### src/rtl/burst_seq_pkg.sv
package burst_seq_pkg;
  localparam int unsigned BEAT_W = 2;
  typedef logic [BEAT_W-1:0] beat_t;
  typedef enum logic {
    ORDER_LINEAR      = 1'b0,
    ORDER_INTERLEAVED = 1'b1
  } order_e;
endpackage

### src/rtl/burst_beat_ctr.sv
module burst_beat_ctr #(
  parameter int unsigned BEAT_W = 2
) (
  input  logic              clk,
  input  logic              rst_n,
  input  logic              clear,
  input  logic              step,
  output logic [BEAT_W-1:0] beat
);
  always_ff @(posedge clk) begin
    if (!rst_n) begin
      beat <= '0;
    end else if (clear) begin
      beat <= '0;
    end else if (step) begin
      beat <= beat + BEAT_W'(1);
    end
  end
endmodule

### src/rtl/burst_base_reg.sv
module burst_base_reg #(
  parameter int unsigned ADDR_W = 17
) (
  input  logic              clk,
  input  logic              rst_n,
  input  logic              load,
  input  logic [ADDR_W-1:0] addr_in,
  output logic [ADDR_W-1:0] addr_q
);
  always_ff @(posedge clk) begin
    if (!rst_n) begin
      addr_q <= '0;
    end else if (load) begin
      addr_q <= addr_in;
    end
  end
endmodule

### src/rtl/burst_order_map.sv
module burst_order_map #(
  parameter int unsigned BEAT_W = 2
) (
  input  logic              interleave,
  input  logic [BEAT_W-1:0] base_lo,
  input  logic [BEAT_W-1:0] beat,
  output logic [BEAT_W-1:0] addr_lo
);
  logic [BEAT_W-1:0] lin_lo;
  logic [BEAT_W-1:0] xor_lo;

  assign lin_lo = base_lo + beat;

  for (genvar b = 0; b < BEAT_W; b++) begin : g_xor
    assign xor_lo[b] = base_lo[b] ^ beat[b];
  end

  always_comb begin
    addr_lo = interleave ? xor_lo : lin_lo;
  end
endmodule

### src/rtl/burst_addr_seq.sv
module burst_addr_seq
  import burst_seq_pkg::*;
#(
  parameter int unsigned ADDR_W = 17
) (
  input  logic              clk,
  input  logic              rst_n,
  input  logic              clk_en_n,
  input  logic              adv_ld_n,
  input  logic              order_sel,
  input  logic [ADDR_W-1:0] load_addr,
  output logic [ADDR_W-1:0] burst_addr
);
  localparam int unsigned LO_W = BEAT_W;
  localparam int unsigned HI_W = ADDR_W - LO_W;

  logic        edge_live;
  logic        do_load;
  logic        do_step;
  logic [ADDR_W-1:0] base_q;
  beat_t       beat;
  beat_t       lo_addr;
  order_e      order;

  assign edge_live = !clk_en_n;
  assign do_load   = edge_live && !adv_ld_n;
  assign do_step   = edge_live && adv_ld_n;
  assign order     = order_e'(order_sel);

  burst_base_reg #(.ADDR_W(ADDR_W)) base_i (
    .clk     (clk),
    .rst_n   (rst_n),
    .load    (do_load),
    .addr_in (load_addr),
    .addr_q  (base_q)
  );

  burst_beat_ctr #(.BEAT_W(LO_W)) ctr_i (
    .clk   (clk),
    .rst_n (rst_n),
    .clear (do_load),
    .step  (do_step),
    .beat  (beat)
  );

  burst_order_map #(.BEAT_W(LO_W)) map_i (
    .interleave (order == ORDER_INTERLEAVED),
    .base_lo    (base_q[LO_W-1:0]),
    .beat       (beat),
    .addr_lo    (lo_addr)
  );

  assign burst_addr = {base_q[ADDR_W-1 -: HI_W], lo_addr};
endmodule

### config.mk
export PLATFORM = sky130hd
export DESIGN_NAME = burst_addr_seq
export DESIGN_NICKNAME = d
export VERILOG_FILES = /design/src/rtl/burst_seq_pkg.sv /design/src/rtl/burst_beat_ctr.sv /design/src/rtl/burst_base_reg.sv /design/src/rtl/burst_order_map.sv /design/src/rtl/burst_addr_seq.sv
export SDC_FILE = /design/constraint.sdc
export NUM_CORES = 1
export LEC_CHECK = 0
export BUFFER_PORTS_ARGS = -buffer_cell sky130_fd_sc_hd__buf_2
export CAP_MARGIN = 5
export CORE_MARGIN = 3
export CORE_UTILIZATION = 46
export DETAILED_ROUTE_END_ITERATION = 10
export PLACE_DENSITY = 0.82
export SETUP_SLACK_MARGIN = 0.5
export SLEW_MARGIN = 10
export SYNTH_ARGS = -nofsm -noshare
export SYNTH_HDL_FRONTEND = slang
export SYNTH_SLANG_ARGS = --single-unit
### constraint.sdc
create_clock -name clk -period 1.2 [get_ports clk]
set_clock_uncertainty 0.05 [all_clocks]
set_input_delay 0.06 -clock clk [delete_from_list [all_inputs] [get_ports clk]]
set_output_delay 0.06 -clock clk [all_outputs]
set_load 0.01 [all_outputs]
==> flow_metrics.py <==
metrics = {
    "drt": {
        "wl_per_cell_um": 20.6,
        "final_antenna_net_count": 0,
        "first_pass_iters": 4,
        "num_vias": 979,
        "drc": 0,
        "vias_per_cell": 5.15,
        "finalWirelength_um": 3910,
        "dr.first_iter.drc_count": 20,
    },
    "layout": {
        "final_cell_count_no_fill": 190,
        "multi_input_area_um2": 541,
        "seq_area_um2": 405,
        "final_common_cell": "buf_6",
        "nNetsFinal": 188,
        "drive_gt1_share_pct": 72.0,
        "area_delta_synth_final_pct": 87.1,
        "layout_common_cells": "buf_6, buf_2, nand2_1",
        "fillerInstances": 44,
        "stdcell_area_um2": 1740,
    },
    "global_routing": {
        "antenna_found_initial": 1,
        "grt_max_degree": 20,
        "grtUsageTotal_pct": 20.9,
        "grt_pass1_vias": 890,
        "gr-total-overflow": 0,
        "grt_pass1_wl_um": 4090,
    },
    "clock_tree": {
        "max-clock-path-buffers": 2,
        "cts_tree": "done",
        "htree_levels": 1,
        "cts.sinks": 19,
        "clock-root-buffer": "clkbuf_4",
        "cts_buffers": 3,
        "clk_pin_slew_ns": 0.12,
        "clock_latency_ns": 0.29,
    },
    "timing": {
        "setup-tns-final_ns": -0.147,
        "final_hold_viol_count": 0,
        "slew_headroom_pct": 81.3,
        "period_needed_ns": 1.35,
        "max_freq_ghz": 0.742,
        "report.final.slew_viol_count": 0,
        "period_share_pct": 112,
        "fin_ws_ns": -0.147,
        "rsz0062_at_grt": "yes",
        "setup_viol": 1,
        "hold_ws_ns": 0.00967,
        "worst_slew_pin_slew_ns": 0.280,
    },
    "outcome": {
        "violations": "negative setup slack",
        "outcome": "finished with violations",
    },
    "floorplan": {
        "die_y_um": 50.9,
        "start_util_pct": 51.0,
        "pin_count": 39,
        "die_w_um": 50.9,
        "fp.coreArea_um2": 1820,
        "num_rows": 15,
        "die_area_um2": 2590,
    },
    "critical_path": {
        "r2r-end": "ctr_i.beat[0]",
        "reg2reg_from": "ctr_i.beat[0]",
        "cp.required_ns": 1.09,
        "cp-end-kind": "output pin",
        "reg2reg_depth": 5,
        "rrSetupSlack_ns": 0.07,
        "critical_path_class": "flip-flop to output pin",
        "critPathLaunchType": "flip-flop",
        "crit_arrival_ns": 1.24,
        "cp_max_fo": 3,
    },
    "yosys": {
        "syn_nets": 125,
        "avgSynthCellArea_um2": 9.10,
        "synth_area_leaders": "dfxtp_1, nand2_1, a21boi_2",
        "synth_cells": 102,
        "synth_top_area_share_pct": 41.0,
        "syn_area_um2": 928,
        "yosysUniqueCellTypes": 18,
        "yosys_warnings": 0,
        "yosysSeqAreaShare_pct": 41.0,
        "ys_seq_elements": 19,
        "synth_top_area_cell": "dfxtp_1",
    },
    "placed_design": {
        "placement.io_buffers": 38,
        "dpl.hpwl_um": 1200,
        "gp_congestion": 0.598,
        "place_inst": 147,
        "detailed_place.area_um2": 1110,
    },
    "min_path": {
        "holdPathStages": 3,
        "holdPathEnd": "base_i.addr_q[0]",
        "hold_start": "load_addr[0]",
        "hp-class": "primary input to flip-flop",
    },
    "pwr": {
        "power_density_nw_per_um2": 827,
        "total_power_mw": 1.44,
        "ir_drop_uv": 910,
        "power.leakage_nw": 0.778,
    },
    "job": {
        "cap_viol_max_count": 0,
    },
}
[stage by stage]
stage	setup WS [ns]	utilization [%]
floorplan	0.311	-
global placement	0.202	60.8
detailed placement	0.177	60.8
CTS	-0.0862	83.2
global route	-0.190	95.4
finish	-0.147	95.4
[state kept, by name, summed over array words and instances (netlist names)]
signal	count
base_i.addr_q	17
ctr_i.beat	2
[logic make-up after synthesis]
group	count (synthesis)	synth area share, %
flip-flops	19	41.0
adder cells (fa/ha/maj)	1	1.35
AO/OA/AOI/OAI	20	19.7
AND/OR/NAND/NOR	41	19.7
XOR/XNOR	2	1.89
buffers and inverters	19	16.4
[worst max-delay path by stage]
stage	to	slack (ns)	from
after floorplan	burst_addr[1]	0.31	ctr_i.beat[0]
after global placement	burst_addr[1]	0.20	ctr_i.beat[0]
after detailed placement	burst_addr[1]	0.18	base_i.addr_q[0]
after CTS	burst_addr[1]	-0.09	base_i.addr_q[0]
after global routing	burst_addr[1]	-0.19	ctr_i.beat[1]
final	burst_addr[1]	-0.15	ctr_i.beat[1]
[critical path, stage by stage, from the launching register on]
cell and delay [ns]:
dfxtp_1 0.38, xnor2_2 0.25, xnor2_2 0.15, buf_2 0.17
[repair_timing]
action,CTS,global route
gates cloned,0,1
setup buffers,11,10
endpoints found under the setup margin,19,35
pin swaps,12,22
hold endpoints to repair,17,5
hold buffers,12,4
resized for setup,47,25
[per-layer routing]
layer	up-vias	track usage, %	routed length (um)
met3	18	2.92	182
met4	0	8.07	212
met5	-	0	0
met2	52	39.1	2130
met1	469	23.5	1380
li1	440	-	-
[area by class of cell]
type | count | area share (%)
Timing Repair Buffer | 77 | 42.1
Multi-Input combinational cell | 64 | 31.1
Sequential cell | 19 | 23.3
Tap cell | 25 | 1.80
Clock buffer | 4 | 1.51
Antenna cell | 1 | 0.144
[power by group]
part,internal (mW),leakage (nW),switching [mW]
Clock,0.129,0.0150,0.208
Sequential,0.664,0.163,0.0296
Combinational,0.238,0.599,0.168
[cells in the mapped netlist]
cell type	instances
nand2_1	34
dfxtp_1	19
buf_4	15
a21boi_2	10
a21boi_0	8
nor2b_1	3
xnor2_1	2
a21oi_1	1
buf_12	1
buf_2	1
buf_6	1
clkbuf_1	1
ha_1	1
nand4bb_1	1
nor2_4	1
nor3b_1	1
o21ai_0	1
or2_1	1
Power figures use the tool's default switching activity.
